<file path="src/rtl/ecc_dec_pkg.sv">
package ecc_dec_pkg;
  localparam int FIELD_W  = 11;
  localparam int CODE_W   = 2 * FIELD_W;
  localparam int SLOT_W   = ((CODE_W + 7) / 8) * 8;
  localparam int BIT_W    = 3;
  localparam int BYTE_W   = FIELD_W - BIT_W;

  typedef enum logic [1:0] {
    ST_CLEAN   = 2'b00,
    ST_FIELD   = 2'b01,
    ST_FIXABLE = 2'b10,
    ST_FATAL   = 2'b11
  } sec_status_e;
endpackage

</file>
<file path="src/rtl/ecc_popcount.sv">
module ecc_popcount #(
  parameter int N = 22,
  localparam int CW = $clog2(N + 1)
) (
  input  logic [N-1:0]  bits_i,
  output logic [CW-1:0] count_o
);
  localparam int LEVELS = (N > 1) ? $clog2(N) : 1;
  localparam int LEAVES = 1 << LEVELS;

  logic [CW-1:0] node [0:LEVELS][0:LEAVES-1];

  // leaves: one input bit each, padding zero
  for (genvar i = 0; i < LEAVES; i++) begin : g_leaf
    if (i < N) begin : g_real
      assign node[0][i] = CW'(bits_i[i]);
    end else begin : g_pad
      assign node[0][i] = '0;
    end
  end

  // balanced pairwise adder tree
  for (genvar l = 1; l <= LEVELS; l++) begin : g_lvl
    for (genvar i = 0; i < LEAVES; i++) begin : g_node
      if (i < (LEAVES >> l)) begin : g_add
        assign node[l][i] = node[l-1][2*i] + node[l-1][2*i+1];
      end else begin : g_idle
        assign node[l][i] = '0;
      end
    end
  end

  assign count_o = node[LEVELS][0];
endmodule

</file>
<file path="src/rtl/ecc_section_classify.sv">
module ecc_section_classify
  import ecc_dec_pkg::*;
#(
  parameter int FW = FIELD_W,
  localparam int CWD = 2 * FW,
  localparam int BW  = BIT_W,
  localparam int YW  = FW - BIT_W,
  localparam int PCW = $clog2(CWD + 1)
) (
  input  logic [CWD-1:0] calc_i,
  input  logic [CWD-1:0] stored_i,
  output sec_status_e    status_o,
  output logic [YW-1:0]  byte_o,
  output logic [BW-1:0]  bit_o
);
  logic [CWD-1:0] syndrome;
  logic [FW-1:0]  syn_lo;
  logic [FW-1:0]  pair_chk;
  logic [PCW-1:0] syn_weight;
  logic           any_zero_word;

  assign syndrome = calc_i ^ stored_i;
  assign syn_lo   = calc_i[FW-1:0] ^ stored_i[FW-1:0];
  assign pair_chk = (calc_i[FW-1:0] ^ calc_i[CWD-1:FW]) ^
                    (stored_i[FW-1:0] ^ stored_i[CWD-1:FW]);
  assign any_zero_word = (calc_i == '0) || (stored_i == '0);

  ecc_popcount #(.N(CWD)) u_weight (
    .bits_i  (syndrome),
    .count_o (syn_weight)
  );

  always_comb begin
    status_o = ST_FATAL;
    byte_o   = '0;
    bit_o    = '0;
    if ((syndrome == '0) || any_zero_word) begin
      status_o = ST_CLEAN;
    end else if (syn_weight == PCW'(1)) begin
      status_o = ST_FIELD;
    end else if ((syn_weight == PCW'(FW)) && (pair_chk == {FW{1'b1}})) begin
      status_o = ST_FIXABLE;
      bit_o    = syn_lo[BW-1:0];
      byte_o   = syn_lo[FW-1:BW];
    end
  end
endmodule

</file>
<file path="src/rtl/ecc_syndrome_decoder.sv">
module ecc_syndrome_decoder
  import ecc_dec_pkg::*;
#(
  parameter int SECTIONS = 2,
  localparam int TOT_W = SECTIONS * SLOT_W
) (
  input  logic                     clk,
  input  logic                     rst_n,
  input  logic                     chk_valid_i,
  input  logic                     wide_i,
  input  logic [TOT_W-1:0]         calc_code_i,
  input  logic [TOT_W-1:0]         stored_code_i,
  output logic                     res_valid_o,
  output logic [2*SECTIONS-1:0]    sec_status_o,
  output logic [BYTE_W*SECTIONS-1:0] err_byte_o,
  output logic [BIT_W*SECTIONS-1:0]  err_bit_o,
  output logic                     fail_o
);
  sec_status_e cls_status [SECTIONS];
  logic [BYTE_W-1:0] cls_byte [SECTIONS];
  logic [BIT_W-1:0]  cls_bit  [SECTIONS];
  logic [SECTIONS-1:0] sec_en;
  logic [2*(SLOT_W-CODE_W)*SECTIONS-1:0] unused_pad;

  for (genvar k = 0; k < SECTIONS; k++) begin : g_sec
    ecc_section_classify #(.FW(FIELD_W)) u_cls (
      .calc_i   (calc_code_i[k*SLOT_W +: CODE_W]),
      .stored_i (stored_code_i[k*SLOT_W +: CODE_W]),
      .status_o (cls_status[k]),
      .byte_o   (cls_byte[k]),
      .bit_o    (cls_bit[k])
    );
    if (k == 0) begin : g_always
      assign sec_en[k] = 1'b1;
    end else begin : g_wide
      assign sec_en[k] = wide_i;
    end
    assign unused_pad[k*2*(SLOT_W-CODE_W) +: 2*(SLOT_W-CODE_W)] =
      {calc_code_i[k*SLOT_W+CODE_W +: SLOT_W-CODE_W],
       stored_code_i[k*SLOT_W+CODE_W +: SLOT_W-CODE_W]};
  end

  // next-state
  logic                        valid_q;
  logic [2*SECTIONS-1:0]       status_q, status_n;
  logic [BYTE_W*SECTIONS-1:0]  byte_q, byte_n;
  logic [BIT_W*SECTIONS-1:0]   bit_q, bit_n;
  logic                        fail_q, fail_n;

  always_comb begin
    status_n = '0;
    byte_n   = '0;
    bit_n    = '0;
    fail_n   = 1'b0;
    for (int k = 0; k < SECTIONS; k++) begin
      if (sec_en[k]) begin
        status_n[2*k +: 2]          = cls_status[k];
        byte_n[BYTE_W*k +: BYTE_W]  = cls_byte[k];
        bit_n[BIT_W*k +: BIT_W]     = cls_bit[k];
        if ((cls_status[k] == ST_FIELD) || (cls_status[k] == ST_FATAL))
          fail_n = 1'b1;
      end
    end
  end

  // registers, loaded under the strobe
  always_ff @(posedge clk or negedge rst_n) begin
    if (!rst_n) begin
      valid_q  <= 1'b0;
      status_q <= '0;
      byte_q   <= '0;
      bit_q    <= '0;
      fail_q   <= 1'b0;
    end else begin
      valid_q <= chk_valid_i;
      if (chk_valid_i) begin
        status_q <= status_n;
        byte_q   <= byte_n;
        bit_q    <= bit_n;
        fail_q   <= fail_n;
      end
    end
  end

  assign res_valid_o  = valid_q;
  assign sec_status_o = status_q;
  assign err_byte_o   = byte_q;
  assign err_bit_o    = bit_q;
  assign fail_o       = fail_q;

  AST_EQUAL_IS_CLEAN: assert property (@(posedge clk) disable iff (!rst_n)
    (chk_valid_i && (calc_code_i[CODE_W-1:0] == stored_code_i[CODE_W-1:0]))
    |=> (sec_status_o[1:0] == ST_CLEAN)) else $error("equal codes");

  AST_ZERO_WORD_CLEAN: assert property (@(posedge clk) disable iff (!rst_n)
    (chk_valid_i && ((calc_code_i[CODE_W-1:0] == '0) || (stored_code_i[CODE_W-1:0] == '0)))
    |=> (sec_status_o[1:0] == ST_CLEAN)) else $error("zero word");

  AST_ONE_BIT_FIELD: assert property (@(posedge clk) disable iff (!rst_n)
    (chk_valid_i && (calc_code_i[CODE_W-1:0] != '0) && (stored_code_i[CODE_W-1:0] != '0) &&
     ($countones(calc_code_i[CODE_W-1:0] ^ stored_code_i[CODE_W-1:0]) == 1))
    |=> ((sec_status_o[1:0] == ST_FIELD) && fail_o)) else $error("single syndrome bit");

  AST_COORD_ONLY_FIX: assert property (@(posedge clk) disable iff (!rst_n)
    (sec_status_o[1:0] != ST_FIXABLE) |-> ((err_byte_o[BYTE_W-1:0] == '0) && (err_bit_o[BIT_W-1:0] == '0)))
    else $error("coords outside fix");

  AST_NARROW_SEC1_QUIET: assert property (@(posedge clk) disable iff (!rst_n)
    (chk_valid_i && !wide_i) |=> (sec_status_o[2*SECTIONS-1:2] == '0))
    else $error("narrow mode upper section");

  AST_PULSE_AFTER_STROBE: assert property (@(posedge clk) disable iff (!rst_n)
    !chk_valid_i |=> (!res_valid_o && $stable(sec_status_o) && $stable(fail_o)))
    else $error("result moved without strobe");
endmodule

</file>
<file path="config.mk">
export PLATFORM = sky130hd
export DESIGN_NAME = ecc_syndrome_decoder
export DESIGN_NICKNAME = d
export VERILOG_FILES = /design/src/rtl/ecc_dec_pkg.sv /design/src/rtl/ecc_popcount.sv /design/src/rtl/ecc_section_classify.sv /design/src/rtl/ecc_syndrome_decoder.sv
export SDC_FILE = /design/constraint.sdc
export NUM_CORES = 1
export LEC_CHECK = 0
export ABC_AREA = 0
export BUFFER_PORTS_ARGS = -buffer_cell sky130_fd_sc_hd__buf_2
export CAP_MARGIN = 20
export CORE_MARGIN = 3
export CORE_UTILIZATION = 35
export CTS_BUF_LIST = sky130_fd_sc_hd__clkbuf_8
export DETAILED_ROUTE_END_ITERATION = 16
export PLACE_DENSITY = 0.57
export SETUP_SLACK_MARGIN = 0.15
export SYNTH_ARGS = -nofsm -noshare
export SYNTH_HDL_FRONTEND = slang
export SYNTH_HIERARCHICAL = 1
export SYNTH_SLANG_ARGS = --single-unit
</file>
<file path="constraint.sdc">
create_clock -name clk -period 0.8 [get_ports clk]
set_input_delay 0.16 -clock clk [delete_from_list [all_inputs] [get_ports clk]]
set_output_delay 0.16 -clock clk [all_outputs]
set_load 0.01 [all_outputs]
</file>
==> results.txt, run 1 <==
* Post-Route Setup TNS: -128000 ps
* Number of placed cells counting well taps: 743
- The share of total power dissipated in sequential elements is 0.076.
- The area growth from synthesis to layout is 55.44%.
- The count of nets left with antenna violations once routing finished came out at 0.
* Via count of the first global-routing pass: 3932
- Proportion of total power due to net switching: 0.3900
- CP endpoint kind: flop
* Synthesis-stage register bit count: 28
* Critical path capture point: err_bit_o[5]$_DFFE_PN0P_
- Deepest clock path buffer count: 2
* Result of the run: finished with violations
* Fmax: 0.1815 GHz
- Number of core rows: 37
* Sort of element at the start of the critical path: input pin
- The clock reaches the later pin of the worst-skew pair after 280 ps.
* Area inside the core boundary: 10510 um2
- Before antenna repair, the detailed router went through 4 iterations.
- Placer congestion estimate: 0.9106
- The floorplan step set the die width to 110.9 um.
* Share of post-route cells with drive strength above 1: 0.5232
- Entering global routing, the biggest net connects 29 pins.
* Number of buffers created by CTS: 3
- Number of cells produced by synthesis: 408
- Data required time at the worst endpoint: 1010 ps
* Number of port buffers: 119
- Distinct cell type count after synthesis: 26
- CTS H-tree lvls: 1
* Signal arrival time at the worst endpoint: 5720 ps
* DRC viols: 0
- Internal power comes to 0.01189 W.
- Total Die Area: 12300 um2
- Setup slack of the worst register-to-register path: -120 ps
- First-pass GRT wire length: 18.46 mm
- Dpl hpwl: 9.625 mm
* Violated checks: negative setup slack
* Clock network power share: 0.058
* Max Clock Skew: 0 ps
- The worst setup path is of the in2reg kind.
* Average cell area after synthesis: 9.442 um2
- In the layout the commonest cells are 110 x sky130_fd_sc_hd__buf_4, 105 x sky130_fd_sc_hd__buf_2, 86 x sky130_fd_sc_hd__inv_1, 54 x sky130_fd_sc_hd__xnor2_1, 28 x sky130_fd_sc_hd__dfrtp_1.
* Routed wire length: 11.12 mm
- The startpoint identified for the worst register-to-register timing path is sec_status_o[0]$_DFFE_PN0P_.
* Ports placed on the boundary: 128
* Area after detailed placement: 5378 um2
- Capture point of the worst reg-to-reg path: sec_status_o[0]$_DFFE_PN0P_
- The count of cells in the finished layout, fillers not included, comes to 782.
- During synthesis, Yosys emitted a total of 6 warnings.
* Total of fill cells in the finished design: 933
* Final count of hold timing violations: 0
- In the global route stage, overall resource usage came out at 0.1805.
* Die extent in y: 110.9 um
- The total overflow left after global routing is 0.
* Clk slew on worst S/H paths: 100 ps
- The worst-case IR drop observed on VDD is 0.002827 V.
- In the post-route analysis, the smallest setup slack over all paths is -4711 ps.
- In this run the worst setup path begins at calc_code_i[27].
- The number of pins exceeding their max-slew limit in the final report was 0.
- Hold crit path type: in2reg
- Most common cell after layout, fill and taps aside: sky130_fd_sc_hd__buf_4
- Across the run, the number of max-cap violations was 0.
- The first routing iteration left 124 violations.
- After detailed routing, the average wire length per cell comes to 14.22 um.
- The number of nets handed over by synthesis was 564.
- The tree built by TritonCTS fans out to 28 sinks.
* Switching power: 0.007602 W
- Overall power: 0.01949 W
- Setup violations remaining at the end of the flow were counted as 55.
- TritonCTS built the clock tree.
- For the pin with the worst max-slew slack, the measured transition is 395.3 ps.
- Antenna violations before repair: 0
- Power per Cell Area: 3255 nW/um2
- Unrepaired setup endpoints after global routing: true
- Of all nets on the critical path, the largest fanout is 7.
- Sequential element share of the synthesized area: 0.1819
* Initial core utilization: 0.3666
- Of the total power, combinational logic draws 0.866.
- Measured in cells, the most critical reg-to-reg path has a length of 2.
* Post-layout min period: 5511 ps
- The final layout contains 803 nets.
* Area of the mapped netlist: 3852 um2
* Cell leakage power: 3.039 nW
* Relative slew slack: 0.7340
- The repair_antennas step left the layout with diodes totalling 0.
* Area of all placed cells without fillers: 5988 um2
* Final clock period utilization by the worst path: 6.889
* Via count of the routed design: 3639
- Clock tree synthesis selected as its root buffer the cell sky130_fd_sc_hd__clkbuf_8.
* Vias per std cell: 4.653
==> synthesized netlist by cell type <==
cell | number | share of area
sky130_fd_sc_hd__inv_1 | 103 | 0.10
sky130_fd_sc_hd__a31oi_1 | 2 | 0.0032
sky130_fd_sc_hd__nor4_1 | 22 | 0.036
sky130_fd_sc_hd__a21o_1 | 4 | 0.0078
sky130_fd_sc_hd__nor2_1 | 5 | 0.0049
sky130_fd_sc_hd__a211o_2 | 2 | 0.0052
sky130_fd_sc_hd__xnor2_1 | 56 | 0.13
sky130_fd_sc_hd__a21oi_1 | 6 | 0.0078
sky130_fd_sc_hd__buf_6 | 6 | 0.018
sky130_fd_sc_hd__buf_2 | 2 | 0.0026
sky130_fd_sc_hd__nand4_1 | 16 | 0.026
sky130_fd_sc_hd__ha_1 | 28 | 0.091
sky130_fd_sc_hd__xor2_1 | 2 | 0.0045
sky130_fd_sc_hd__nor4_2 | 6 | 0.019
sky130_fd_sc_hd__xnor2_2 | 16 | 0.068
sky130_fd_sc_hd__clkbuf_2 | 1 | 0.0013
sky130_fd_sc_hd__nor3_1 | 4 | 0.0052
sky130_fd_sc_hd__o21ai_0 | 13 | 0.017
sky130_fd_sc_hd__nor2b_1 | 4 | 0.0065
sky130_fd_sc_hd__nor3_2 | 20 | 0.052
sky130_fd_sc_hd__nand3_1 | 15 | 0.019
sky130_fd_sc_hd__mux2_2 | 13 | 0.038
sky130_fd_sc_hd__dfrtp_1 | 28 | 0.18
sky130_fd_sc_hd__or4_1 | 4 | 0.0078
sky130_fd_sc_hd__a21oi_2 | 2 | 0.0045
sky130_fd_sc_hd__fa_1 | 28 | 0.15
==> cell type report <==
cell class | count | area, um2 | area share
well taps | 136 | 170.2 | 0.02842
repair buffers | 243 | 1712 | 0.2858
inverters | 103 | 386.6 | 0.06456
clock buffers | 3 | 41.29 | 0.006895
flip-flops and latches | 28 | 700.7 | 0.1170
clock inverters | 1 | 30.03 | 0.005015
multi-input cells | 268 | 2948 | 0.4923
==> worst max-delay path, cell delays in order <==
cell and delay [ps]:
sky130_fd_sc_hd__buf_8 110, sky130_fd_sc_hd__xnor2_4 130, sky130_fd_sc_hd__inv_2 60, sky130_fd_sc_hd__inv_2 30, sky130_fd_sc_hd__fa_1 550, sky130_fd_sc_hd__fa_1 430
sky130_fd_sc_hd__fa_1 460, sky130_fd_sc_hd__inv_2 80, sky130_fd_sc_hd__ha_4 130, sky130_fd_sc_hd__inv_2 30, sky130_fd_sc_hd__fa_2 550, sky130_fd_sc_hd__fa_1 440
sky130_fd_sc_hd__fa_1 510, sky130_fd_sc_hd__inv_2 50, sky130_fd_sc_hd__fa_2 330, sky130_fd_sc_hd__a21o_1 190, sky130_fd_sc_hd__a21oi_2 120, sky130_fd_sc_hd__xnor2_1 70
sky130_fd_sc_hd__nor2_1 160, sky130_fd_sc_hd__nand4_1 140, sky130_fd_sc_hd__nor4_2 280, sky130_fd_sc_hd__nand3_2 170, sky130_fd_sc_hd__buf_8 190, sky130_fd_sc_hd__nor3_2 170
sky130_fd_sc_hd__nand3_1 90, sky130_fd_sc_hd__o21ai_1 90
==> worst min path at each step <==
stage / startpoint / to / slack (ps) / cells past startpoint
2_1_floorplan: rst_n / err_bit_o[0]$_DFFE_PN0P_ / -140 / 0
3_3_place_gp: rst_n / err_bit_o[4]$_DFFE_PN0P_ / 120 / 2
3_5_place_dp: rst_n / err_bit_o[3]$_DFFE_PN0P_ / 120 / 2
4_1_cts: chk_valid_i / res_valid_o$_DFF_PN0_ / 170 / 2
5_1_grt: chk_valid_i / res_valid_o$_DFF_PN0_ / 170 / 2
6_report: chk_valid_i / res_valid_o$_DFF_PN0_ / 180 / 2
==> logic make-up after synthesis <==
group	synth area share
adders and majority gates	0.2364
muxes	0.03800
and+or+nand+nor	0.1770
DFF	0.1819
buffers and inverters	0.1218
AOI/OAI and AO/OA	0.04547
xor gates and xnor gates	0.1994
==> what timing repair did <==
item	in CTS	in global routing
setup endpoints to repair	55	55
endpoints found under the hold margin	28	0
setup buffers	22	11
pin swaps	13	10
resized for setup	52	23
hold buffers	1	0
cloned	1	0
==> through the flow <==
step                      utilization  setup slack, ps  hold slack (ps)
after floorplan                     -            -4488           -135.6
after global placement         0.5117            -4993            120.0
after detailed placement       0.5117            -5085            120.1
after CTS                      0.5511            -4683            170.0
after global routing           0.5698            -4942            174.1
final                          0.5698            -4711            184.5
==> routing by layer <==
layer,vias up,track usage,share of wire
met5,-,0,0
met4,0,0.02956,0.012
met3,13,0.01638,0.042
met2,96,0.3410,0.53
met1,1723,0.2253,0.42
li1,1807,-,-
==> sequential cells by signal, summed over array words and instances (netlist names) <==
name and count:
fail_o 1, err_byte_o 16, sec_status_o 4, res_valid_o 1
err_bit_o 6
==> power groups by stage <==
stage | combinational (W) | clock (W) | sequential, W
floorplan | 0.00864 | 0 | 0.00152
global route | 0.0178 | 0.00122 | 0.00148
detailed placement | 0.0128 | 0 | 0.00150
global placement | 0.0127 | 0 | 0.00151
CTS | 0.0159 | 0.00116 | 0.00147
finish | 0.0169 | 0.00113 | 0.00147
Power figures use the tool's default switching activity.
==> run 2: changes to the inputs <==
Settings changed: CELL_PAD_IN_SITES_DETAIL_PLACEMENT set to 1, CELL_PAD_IN_SITES_GLOBAL_PLACEMENT set to 1, CTS_CLUSTER_SIZE set to 24, PLACE_DENSITY 0.57 to 0.74.
==> results.txt, run 2 (same netlist as run 1, synthesis figures left out) <==
* Signal arrival time at the worst endpoint: 6320 ps (+600 ps)
- Library cell contributing the largest single delay on the critical path: sky130_fd_sc_hd__fa_2
- The worst voltage drop across the vdd grid was 0.002516 V (-11%).
- The remaining number of nets flagged by the antenna check after routing is 0 (unchanged).
- The final global-route overflow total is 0 (unchanged).
- The count of nets after finishing is 887 (+10%).
* Post-Route Setup TNS: -142590 ps (-14590 ps)
- The die boundary height is 110.9 um (unchanged).
- DRC viols: 0 (unchanged)
- Die width: 110.9 um (unchanged)
- The ratio of total power to cell area is 3469 nW/um2 (+6.6%).
* Flip-flop count of the largest register after layout: 16 (unchanged)
- Violated checks: negative hold slack, negative setup slack
* Total Die Area: 12300 um2 (unchanged)
* Fmax: 0.1642 GHz (-9.5%)
- Count of TritonRoute iterations in the first routing pass: 4 (unchanged)
* Area used by sequential logic in the layout: 700.7 um2 (unchanged)
- The maximum number of pins on one net before global-route repair came to 23 (-21%).
- The largest buffer count on any clock path is 2 (unchanged).
- The hold violation total from the final report is 28 (+28).
- Average wire per standard cell: 24.83 um (+75%)
- The reported leakage power is 3.505 nW (+15%).
- Relative to the synthesized area, the layout overhead comes to 78.11%.
- The number of max-capacitance violations reported was 0 (unchanged).
* Slowest cell delay on critical path: 570 ps (+20 ps)
- Placer congestion estimate: 0.8817 (-3.2%)
- Number of max-slew violations in the final report: 0 (unchanged)
- Area of all placed cells without fillers: 6862 um2 (+15%)
- Number of clock sinks seen by CTS: 28 (unchanged)
* Via count of the first global-routing pass: 5222 (+33%)
* Number of core rows: 37 (unchanged)
- Setup repair after global routing could not meet its margin everywhere.
- Post-layout min period: 6091 ps (+580.1 ps)
- Initial core utilization: 0.3666 (unchanged)
- Slew at the pin closest to its max-slew limit: 1052 ps (+656.9 ps)
- Pre-CTS setup slack: -5289 ps (-203.5 ps)
- The number of buffer and inverter instances along the worst setup path came to 10 (+3).
- The root buffer cell chosen for the clock tree is sky130_fd_sc_hd__clkbuf_8.
* Area inside the core boundary: 10510 um2 (unchanged)
- Kind of cell adding the most delay to the critical path: adder cells
- The data required time at the worst endpoint came to 1030 ps (+20 ps).
- The global-route usage over all layers came to 0.3146 (+0.1341).
* Result of the run: finished with violations
* Most common cell after layout, fill and taps aside: sky130_fd_sc_hd__buf_4
- Count of endpoints failing setup in the final report: 55 (unchanged)
- Overall power: 0.02381 W (+22%)
- Antenna violations before repair: 0 (unchanged)
- Worst-skew pair later-pin latency: 290 ps (about the same)
- CTS H-tree lvls: 1 (unchanged)
- Maximum net fanout on the critical path: 5 (-2)
- First-pass GRT wire length: 29.86 mm (+62%)
- TritonCTS built the clock tree.
- The number of I/O port buffers came to 119 (unchanged).
- Dpl hpwl: 11.55 mm (+20%)
* Sort of element at the start of the critical path: input pin
- Most frequent cells in the layout: 177 x sky130_fd_sc_hd__buf_4, 100 x sky130_fd_sc_hd__buf_2, 85 x sky130_fd_sc_hd__inv_1, 52 x sky130_fd_sc_hd__xnor2_1, 42 x sky130_fd_sc_hd__buf_6
- The DRC marker count from the first detailed-route iteration is 278 (+120%).
- Total of fill cells in the finished design: 1185 (+27%)
- The footprint of the multi-input gates came to 3104 um2 (+5.3%).
- The final antenna diode count was 0 (unchanged).
- Area after detailed placement: 5355 um2 (-0.42%)
- The share of cells above drive strength 1 came to 0.6014 (+0.07815).
- STA classifies the critical path endpoint as a flop.
- Relative slew slack: 0.2920 (-0.4420)
* Final Hold Slack: -299.7 ps (-484.1 ps)
* Number of buffers created by CTS: 3 (unchanged)
- The number of I/O pins was 128 (unchanged).
* Clk slew on worst S/H paths: 110 ps (about the same)
- The overall via count from detail_route was 4592 (+26%).
- The average vias per placed instance is 5.303 (+14%).
* Final clock period utilization by the worst path: 7.614 (+0.7251)
- Routed wire length: 21.51 mm (+93%)
* Hold crit path type: in2async
* Max Clock Skew: 0 ps (unchanged)
* Startpoint-to-endpoint class of the critical path: in2reg
- Final worst-path setup slack: -5291 ps (-580.1 ps)
[run 2: where the power goes]
part	switching, W	internal [W]	total [W]	leakage, nW
clock network	0.000574	0.000445	0.00102	0.0288
registers	0.0000194	0.00146	0.00148	0.370
logic	0.0103	0.0111	0.0213	3.11
[run 2: path summary, 6_finish.rpt]
| path | startpoint | to | slack [ps] | depth (start not counted) |
|---|---|---|---|---|
| worst min register to register | err_byte_o[1]$_DFFE_PN0P_ | err_byte_o[1]$_DFFE_PN0P_ | 510 | 1 |
| worst max register to register | err_bit_o[0]$_DFFE_PN0P_ | err_bit_o[0]$_DFFE_PN0P_ | -160 | 2 |
| worst min-delay path | rst_n | err_byte_o[4]$_DFFE_PN0P_ | -300 | 1 |
| worst max-delay path | stored_code_i[25] | err_byte_o[14]$_DFFE_PN0P_ | -5290 | 27 |
| min in group clk | chk_valid_i | res_valid_o$_DFF_PN0_ | 200 | 2 |
| max in group asynchronous | rst_n | err_bit_o[0]$_DFFE_PN0P_ | 710 | 2 |
[run 2: metrics by stage]
stage	cells	util
after floorplan	408	-
after global placement	740	0.5096
after detailed placement	740	0.5096
after CTS	844	0.6135
after global routing	866	0.6529
final	866	0.6529
[run 2: metal layers]
layer / track usage / wire length (um) / up-vias / part of all wire
li1: - / - / 1976 / -
met1: 0.3083 / 7021 / 2228 / 0.33
met2: 0.5963 / 11250 / 268 / 0.52
met3: 0.06168 / 1245 / 120 / 0.058
met4: 0.2003 / 1987 / 0 / 0.092
met5: 0 / 0 / - / 0
[run 2: final cells by class]
class	instances	area share
clock buffer	4	0.008023
multi-input combinational	268	0.4524
inverter	103	0.05671
timing repair buffer	327	0.3559
tap	136	0.02480
sequential	28	0.1021
[run 2: timing repair]
item                                   CTS  global route
setup endpoints to repair               55            55
resized for setup                       74            55
pin swaps                               20            23
buffers inserted                       100            22
endpoints found under the hold margin   28            28
